==> config.mk <==
export PLATFORM = sky130hd
export DESIGN_NAME = multi_down_timer
export DESIGN_NICKNAME = d
export VERILOG_FILES = /design/src/rtl/tmr_pkg.sv /design/src/rtl/tmr_prescaler.sv /design/src/rtl/tmr_channel.sv /design/src/rtl/tmr_irq_ctrl.sv /design/src/rtl/multi_down_timer.sv
export SDC_FILE = /design/constraint.sdc
export NUM_CORES = 1
export LEC_CHECK = 0
export CORE_AREA = 2 2 199 201
export CTS_BUF_LIST = sky130_fd_sc_hd__clkbuf_4 sky130_fd_sc_hd__clkbuf_8
export DETAILED_ROUTE_END_ITERATION = 10
export DIE_AREA = 0 0 201 203
export MAX_ROUTING_LAYER = met4
export SLEW_MARGIN = 25
export SYNTH_ARGS = -nofsm -noshare
export SYNTH_HDL_FRONTEND = slang
export SYNTH_SLANG_ARGS = --single-unit
==> constraint.sdc <==
create_clock -name clk -period 2.7 [get_ports clk]
set_clock_uncertainty 0.1 [all_clocks]
set_input_delay 0.27 -clock clk [delete_from_list [all_inputs] [get_ports clk]]
set_output_delay 0.27 -clock clk [all_outputs]
set_load 0.05 [all_outputs]
==> src/rtl/tmr_pkg.sv <==
package tmr_pkg;

   localparam int PRE_W      = 3;
   // shared register offsets
   localparam int ADR_MASK   = 'h00;
   localparam int ADR_PEND   = 'h04;
   localparam int WIN_BASE   = 'h10;
   localparam int WIN_SHIFT  = 5;
   // offsets inside a channel window
   localparam logic [4:0] SUB_CTRL   = 5'h00;
   localparam logic [4:0] SUB_IVL_LO = 5'h04;
   localparam logic [4:0] SUB_IVL_HI = 5'h08;
   localparam logic [4:0] SUB_CNT_LO = 5'h0C;
   localparam logic [4:0] SUB_CNT_HI = 5'h10;
   // control word bit positions
   localparam int CB_RUN     = 0;
   localparam int CB_LOAD    = 1;
   localparam int CB_PRE     = 4;
   localparam int CB_SINGLE  = 7;

   typedef struct packed {
      logic             single;
      logic [PRE_W-1:0] pre;
      logic             run;
   } chan_ctrl_t;

endpackage

==> src/rtl/tmr_prescaler.sv <==
module tmr_prescaler #(
   parameter int SEL_W = 3
) (
   input  logic             clk,
   input  logic             rst_n,
   input  logic             clr,
   input  logic             run,
   input  logic [SEL_W-1:0] sel,
   output logic             tick
);
   localparam int CW = (1 << SEL_W) - 1;

   logic [CW-1:0] phase_q;
   logic [CW-1:0] limit;

   if (SEL_W < 1 || SEL_W > 4) begin : g_bad_sel
      $error("tmr_prescaler: SEL_W out of range");
   end

   always_comb limit = (CW'(1) << sel) - CW'(1);
   assign tick = run && (phase_q >= limit);

   always_ff @(posedge clk or negedge rst_n) begin
      if (!rst_n)       phase_q <= '0;
      else if (clr)     phase_q <= '0;
      else if (run)     phase_q <= tick ? '0 : phase_q + CW'(1);
   end


   tick_gap_chk: assert property (@(posedge clk) disable iff (!rst_n)
      (tick && sel != '0 && !clr) |=> (!tick || sel == '0));

endmodule

==> src/rtl/tmr_channel.sv <==
module tmr_channel
   import tmr_pkg::*;
#(
   parameter int DATA_W   = 32,
   parameter int SYNC_DLY = 2
) (
   input  logic              clk,
   input  logic              rst_n,
   input  logic              wr_ctrl,
   input  logic              wr_ivl_lo,
   input  logic              wr_ivl_hi,
   input  logic [DATA_W-1:0] wdata,
   output logic [DATA_W-1:0] ctrl_rd,
   output logic [2*DATA_W-1:0] ivl_o,
   output logic [2*DATA_W-1:0] cnt_o,
   output logic              expire_o
);
   localparam int CNT_W = 2 * DATA_W;
   localparam int DW    = $clog2(SYNC_DLY + 1);

   chan_ctrl_t        ctl_q;
   logic [CNT_W-1:0]  ivl_q, cnt_q;
   logic              running_q;
   logic [DW-1:0]     drain_q;
   logic              tick, start, resume, stop_req, expire;

   if (SYNC_DLY < 1) begin : g_bad_dly
      $error("tmr_channel: SYNC_DLY must be at least 1");
   end

   assign start    = wr_ctrl && wdata[CB_RUN] && wdata[CB_LOAD];
   assign resume   = wr_ctrl && wdata[CB_RUN] && !wdata[CB_LOAD];
   assign stop_req = wr_ctrl && !wdata[CB_RUN] && running_q;
   assign expire   = tick && (cnt_q == '0);

   tmr_prescaler #(.SEL_W(PRE_W)) i_pre (
      .clk   (clk),
      .rst_n (rst_n),
      .clr   (start),
      .run   (running_q),
      .sel   (ctl_q.pre),
      .tick  (tick)
   );

   always_ff @(posedge clk or negedge rst_n) begin
      if (!rst_n) begin
         ctl_q <= '0;
         ivl_q <= '0;
      end else begin
         if (expire && ctl_q.single) ctl_q.run <= 1'b0;
         if (wr_ctrl) begin
            ctl_q.run    <= wdata[CB_RUN];
            ctl_q.pre    <= wdata[CB_PRE +: PRE_W];
            ctl_q.single <= wdata[CB_SINGLE];
         end
         if (wr_ivl_lo) ivl_q[DATA_W-1:0]     <= wdata;
         if (wr_ivl_hi) ivl_q[CNT_W-1:DATA_W] <= wdata;
      end
   end

   always_ff @(posedge clk or negedge rst_n) begin
      if (!rst_n)       cnt_q <= '0;
      else if (start)   cnt_q <= ivl_q;
      else if (tick) begin
         if (cnt_q != '0)       cnt_q <= cnt_q - CNT_W'(1);
         else if (!ctl_q.single) cnt_q <= ivl_q;
      end
   end

   always_ff @(posedge clk or negedge rst_n) begin
      if (!rst_n) begin
         running_q <= 1'b0;
         drain_q   <= '0;
      end else if (start || resume) begin
         running_q <= 1'b1;
         drain_q   <= '0;
      end else if (expire && ctl_q.single) begin
         running_q <= 1'b0;
         drain_q   <= '0;
      end else if (stop_req) begin
         drain_q   <= DW'(SYNC_DLY);
      end else if (drain_q != '0) begin
         drain_q   <= drain_q - DW'(1);
         if (drain_q == DW'(1)) running_q <= 1'b0;
      end
   end

   always_comb begin
      ctrl_rd                       = '0;
      ctrl_rd[CB_RUN]               = ctl_q.run;
      ctrl_rd[CB_PRE +: PRE_W]      = ctl_q.pre;
      ctrl_rd[CB_SINGLE]            = ctl_q.single;
   end

   assign ivl_o    = ivl_q;
   assign cnt_o    = cnt_q;
   assign expire_o = expire;


   load_chk: assert property (@(posedge clk) disable iff (!rst_n)
      start |=> (cnt_q == $past(ivl_q)));

   single_stop_chk: assert property (@(posedge clk) disable iff (!rst_n)
      (expire && ctl_q.single && !wr_ctrl) |=> (!ctl_q.run && !running_q && cnt_q == '0));

   halt_chk: assert property (@(posedge clk) disable iff (!rst_n)
      (!running_q && !wr_ctrl) |=> $stable(cnt_q));

   drain_chk: assert property (@(posedge clk) disable iff (!rst_n)
      (stop_req && !expire) |=> running_q);

endmodule

==> src/rtl/tmr_irq_ctrl.sv <==
module tmr_irq_ctrl #(
   parameter int N_CH = 2
) (
   input  logic            clk,
   input  logic            rst_n,
   input  logic            wr_mask,
   input  logic            wr_pend,
   input  logic [N_CH-1:0] wbits,
   input  logic [N_CH-1:0] expire,
   output logic [N_CH-1:0] mask_o,
   output logic [N_CH-1:0] pend_o,
   output logic            irq
);
   logic [N_CH-1:0] mask_q, pend_q, clr;

   assign clr = wr_pend ? wbits : '0;

   always_ff @(posedge clk or negedge rst_n) begin
      if (!rst_n) begin
         mask_q <= '0;
         pend_q <= '0;
      end else begin
         if (wr_mask) mask_q <= wbits;
         pend_q <= (pend_q & ~clr) | expire;
      end
   end

   assign mask_o = mask_q;
   assign pend_o = pend_q;
   assign irq    = |(mask_q & pend_q);

   for (genvar c = 0; c < N_CH; c++) begin : g_chk

      set_on_exp_chk: assert property (@(posedge clk) disable iff (!rst_n)
         expire[c] |=> pend_q[c]);

      w1c_chk: assert property (@(posedge clk) disable iff (!rst_n)
         (wr_pend && wbits[c] && !expire[c]) |=> !pend_q[c]);
   end


   quiet_mask_chk: assert property (@(posedge clk) disable iff (!rst_n)
      (mask_q == '0) |-> !irq);

endmodule

==> src/rtl/multi_down_timer.sv <==
module multi_down_timer
   import tmr_pkg::*;
#(
   parameter int N_CH     = 2,
   parameter int ADDR_W   = 8,
   parameter int DATA_W   = 32,
   parameter int SYNC_DLY = 2
) (
   input  logic              clk,
   input  logic              rst_n,
   input  logic [ADDR_W-1:0] bus_addr,
   input  logic              bus_wr,
   input  logic [DATA_W-1:0] bus_wdata,
   output logic [DATA_W-1:0] bus_rdata,
   output logic              irq
);
   localparam int CH_W  = ADDR_W - WIN_SHIFT;
   localparam int CNT_W = 2 * DATA_W;

   if (N_CH < 1 || N_CH > DATA_W) begin : g_bad_nch
      $error("multi_down_timer: N_CH out of range");
   end
   if (WIN_BASE + (N_CH << WIN_SHIFT) > (1 << ADDR_W)) begin : g_bad_addr
      $error("multi_down_timer: ADDR_W too small for N_CH");
   end
   if (DATA_W < 8) begin : g_bad_data
      $error("multi_down_timer: DATA_W too small for control word");
   end

   logic [ADDR_W-1:0]   rel;
   logic [CH_W-1:0]     ch_idx;
   logic [4:0]          sub;
   logic                in_win;

   logic [N_CH-1:0]     wr_ctrl, wr_lo, wr_hi, expire, mask, pend;
   logic [DATA_W-1:0]   ctrl_rd [N_CH];
   logic [CNT_W-1:0]    ivl     [N_CH];
   logic [CNT_W-1:0]    cnt     [N_CH];

   assign rel    = bus_addr - ADDR_W'(WIN_BASE);
   assign ch_idx = rel[ADDR_W-1:WIN_SHIFT];
   assign sub    = rel[WIN_SHIFT-1:0];
   assign in_win = (bus_addr >= ADDR_W'(WIN_BASE)) && (ch_idx < CH_W'(N_CH));

   for (genvar c = 0; c < N_CH; c++) begin : g_ch
      logic hit;
      assign hit        = bus_wr && in_win && (ch_idx == CH_W'(c));
      assign wr_ctrl[c] = hit && (sub == SUB_CTRL);
      assign wr_lo[c]   = hit && (sub == SUB_IVL_LO);
      assign wr_hi[c]   = hit && (sub == SUB_IVL_HI);

      tmr_channel #(.DATA_W(DATA_W), .SYNC_DLY(SYNC_DLY)) i_chan (
         .clk       (clk),
         .rst_n     (rst_n),
         .wr_ctrl   (wr_ctrl[c]),
         .wr_ivl_lo (wr_lo[c]),
         .wr_ivl_hi (wr_hi[c]),
         .wdata     (bus_wdata),
         .ctrl_rd   (ctrl_rd[c]),
         .ivl_o     (ivl[c]),
         .cnt_o     (cnt[c]),
         .expire_o  (expire[c])
      );
   end

   tmr_irq_ctrl #(.N_CH(N_CH)) i_irq (
      .clk     (clk),
      .rst_n   (rst_n),
      .wr_mask (bus_wr && bus_addr == ADDR_W'(ADR_MASK)),
      .wr_pend (bus_wr && bus_addr == ADDR_W'(ADR_PEND)),
      .wbits   (bus_wdata[N_CH-1:0]),
      .expire  (expire),
      .mask_o  (mask),
      .pend_o  (pend),
      .irq     (irq)
   );

   always_comb begin
      bus_rdata = '0;
      if (bus_addr == ADDR_W'(ADR_MASK))      bus_rdata = DATA_W'(mask);
      else if (bus_addr == ADDR_W'(ADR_PEND)) bus_rdata = DATA_W'(pend);
      else if (in_win) begin
         for (int c = 0; c < N_CH; c++) begin
            if (ch_idx == CH_W'(c)) begin
               case (sub)
                  SUB_CTRL:   bus_rdata = ctrl_rd[c];
                  SUB_IVL_LO: bus_rdata = ivl[c][DATA_W-1:0];
                  SUB_IVL_HI: bus_rdata = ivl[c][CNT_W-1:DATA_W];
                  SUB_CNT_LO: bus_rdata = cnt[c][DATA_W-1:0];
                  SUB_CNT_HI: bus_rdata = cnt[c][CNT_W-1:DATA_W];
                  default:    bus_rdata = '0;
               endcase
            end
         end
      end
   end


   irq_src_chk: assert property (@(posedge clk) disable iff (!rst_n)
      $rose(irq) |-> ((mask & pend) != '0));

endmodule

==> metrics <==
max_cap viols=0; IO buf count=75; post-synth cell types=89; DRC Markers=0; CP delay by family, top=simple AND/OR/NAND/NOR gates; drt first pass iters=5; first-pass GRT wire length=119000 um; Routed WL per cell=26.8 um; Mean Syn Cell Area=9.46 um^2; violated checks=setup timing; Die W=201 um; hold path endpoint=g_ch[1].i_chan.ivl_o[46]; Post-synth ARST share=100%; slowest cell delay on critical path=0.57 ns; worst r2r src=g_ch[0].i_chan.cnt_o[43]; FILL cells=2959; final worst slack=-0.285 ns; Lkg Pwr=12.1 nW; sequential share of the synthesized area=42.1%; Starting DRT DRC Count=2178; pin count of the biggest net entering global routing=90; Worst Tran Pin Value=0.773 ns; Tcrit/Tclk final=111%; length in cells of the worst reg-to-reg path=10; HP Class=in2reg; WS Path Type=reg2reg; Sink Count=290; vias in the first global route=19000; Final Wtd Congestion=1.02; DP Worst Slack=-0.486 ns; drt total wl=79600 um; P&R area growth vs syn=58.3%; CP max stage cell=or4b_4; PwrDens=433 nW/um^2; number of synthesized flops with an enable pin=0; Final Hold Vio Count=0; io pins=76; CP max FO=7; CP endpoint kind=flip-flop; ratio of cells with drive above 1 in the final layout=49.9%; Core ar.=38500 um^2; number of synthesized register bits=290; die span in y=203 um; Tot Pwr=0.0118 W; worst-skew pair later-pin latency=0.66 ns; Syn Nets=1889; Synth Flop Type=dfrtp_1; Routed Antenna Nets=0; FF-to-FF setup slack=-0.29 ns; Synth Instances=1822; Final setup viols=132; cell repeated most along the worst path=buf_6; hpwl dp=55600 um; Worst-path clk slew=0.06 ns; Yosys warning count=0; peak supply drop=0.405 mV; FP Rows=72; RR Endpoint=g_ch[0].i_chan.cnt_o[32]; Hold Path Cell Cnt=2; critical path cell sequence=or4_4 -> or4b_4 -> nor4_4 -> buf_6 -> a31o_4 -> buf_12 -> buf_6 -> a21oi_2 -> o21bai_1 -> a22o_1; clk buf depth=3; CP Data Required Time=3.17 ns; root buf cell=clkbuf_8; # H-tree levels=2; nets@finish=2478; FMAX=0.335 GHz; Arr. time, crit path=3.45 ns; Die Footprint=40800 um^2; CTS tree=built; Inserted Clock Buffers=55; Initial Util=44.8%; RSZ-0062 raised after global routing=true; initial antenna violation count=1; startpoint class of the critical path=flip-flop; fin crit period=2.99 ns; synthesized cell area=17200 um^2; via count=19200; hold_sp=bus_wdata[14]; Slew Viols, Final=0; Hold WS=0.225 ns; CP bufs+invs=3; commonest non-fill, non-tap cells in the layout=440 x buf_4, 290 x dfrtp_1, 135 x mux2_2; total global routing overflow=0; relative slew slack=48.3%; vias per inst=6.45; Total GRT Usage=39.7%; status=finished, violations left; most common cell after layout, fill and taps aside=buf_4
-- cell usage after synthesis (7+ instances only) --
| library cell | instances | area, um^2 |
|---|---|---|
| a211o_1 | 7 | 61.3 |
| ha_1 | 24 | 300 |
| mux2_2 | 140 | 1580 |
| and3_1 | 11 | 68.8 |
| a22oi_1 | 19 | 143 |
| or3_1 | 31 | 194 |
| a32oi_1 | 7 | 61.3 |
| or2_2 | 12 | 75.1 |
| a21o_1 | 13 | 97.6 |
| o21a_1 | 10 | 75.1 |
| a221o_1 | 68 | 681 |
| a31oi_1 | 15 | 93.8 |
| o21ai_0 | 100 | 500 |
| and2_1 | 8 | 50.1 |
| a221oi_1 | 63 | 552 |
| dfrtp_1 | 290 | 7260 |
| a211oi_1 | 11 | 82.6 |
| or4_1 | 21 | 158 |
| clkbuf_1 | 80 | 300 |
| nand2_1 | 143 | 537 |
| buf_2 | 15 | 75.1 |
| buf_1 | 23 | 86.3 |
| nor2_1 | 161 | 604 |
| xor2_1 | 13 | 114 |
| xnor2_1 | 8 | 70.1 |
| nor3_1 | 105 | 526 |
| nand3_1 | 60 | 300 |
| a21oi_1 | 81 | 405 |
| mux2i_1 | 7 | 70.1 |
| nor4_1 | 53 | 332 |
| nand4_1 | 33 | 206 |
| o31ai_1 | 14 | 105 |
| o211ai_1 | 14 | 105 |
| inv_1 | 26 | 97.6 |
-- registers in the layout, summed over array words and instances (netlist names) --
name,flops
g_ch.i_chan.i_pre.phase_q,14
i_irq.pend_o,2
g_ch.i_chan.cnt_o,128
i_irq.mask_o,2
g_ch.i_chan.ivl_o,128
g_ch.i_chan.ctrl_rd,10
g_ch.i_chan.running_q,2
g_ch.i_chan.drain_q,4
-- power by group --
| group | internal [W] | switching, W | total (W) |
|---|---|---|---|
| clock network | 0.00278 | 0.00205 | 0.00483 |
| registers | 0.00464 | 0.000328 | 0.00497 |
| logic | 0.000963 | 0.00106 | 0.00203 |
-- per-layer routing --
metal | wire length, um | GRT usage, % | share of wire (%)
met1 | 32100 | 52.0 | 40
met5 | 0 | - | 0
met4 | 3720 | 17.1 | 4.7
met2 | 36100 | 61.0 | 45
met3 | 7590 | 6.55 | 9.5
-- cell type report --
class                           instances  area, um^2  area share, %
Timing Repair Buffer                  654        6390           23.4
Antenna cell                            2        5.00         0.0183
Clock inverter                         11         110          0.404
Inverter                               26        97.6          0.358
Multi-Input combinational cell       1384       11700           42.8
Clock buffer                           88        1110           4.07
Tap cell                              518         648           2.38
Sequential cell                       290        7260           26.6
-- stage by stage --
| stage | utilization [%] | cell area (um^2) | instances | TNS, ns |
|---|---|---|---|---|
| after floorplan | - | 18000 | 1822 | -13.37 |
| after global placement | 59.4 | 22900 | 2780 | -81.27 |
| after detailed placement | 59.4 | 22900 | 2780 | -88.83 |
| after CTS | 68.6 | 26400 | 2955 | -21.90 |
| after global routing | 70.9 | 27300 | 2972 | -31.48 |
| final | 70.9 | 27300 | 2973 | -24.65 |
-- how the worst max path moves through the flow --
stage                                         from                       end  slack (ns)  cells past startpoint
after floorplan           g_ch[0].i_chan.cnt_o[15]  g_ch[0].i_chan.cnt_o[58]       -0.24                      9
after global placement                 bus_addr[4]  g_ch[0].i_chan.cnt_o[58]       -0.46                     11
after detailed placement               bus_addr[4]  g_ch[0].i_chan.cnt_o[58]       -0.49                     11
after CTS                 g_ch[1].i_chan.cnt_o[52]  g_ch[1].i_chan.cnt_o[49]       -0.25                      9
after global routing      g_ch[1].i_chan.cnt_o[52]  g_ch[1].i_chan.cnt_o[49]       -0.35                      9
final                     g_ch[0].i_chan.cnt_o[43]  g_ch[0].i_chan.cnt_o[32]       -0.29                     10
-- kinds of logic (layout without fill, tap and decap cells) --
logic type	after synthesis	in the layout	share of synthesized area, %
and+or+nand+nor	689	691	20.5
AOI/OAI and AO/OA	500	501	21.5
DFF	290	290	42.1
buffers and inverters	151	779	3.59
muxes	147	147	9.55
adders and majority gates	24	24	1.74
xor gates and xnor gates	21	21	1.07
other	0	2	0
-- timing repair --
action,4_1_cts,5_1_grt
pin swaps,120,93
hold endpoints to repair,290,0
gates resized for setup,329,187
cloned,16,3
setup endpoints to repair,170,177
hold buffers,3,0
setup buffers,59,22
Power figures use the tool's default switching activity.
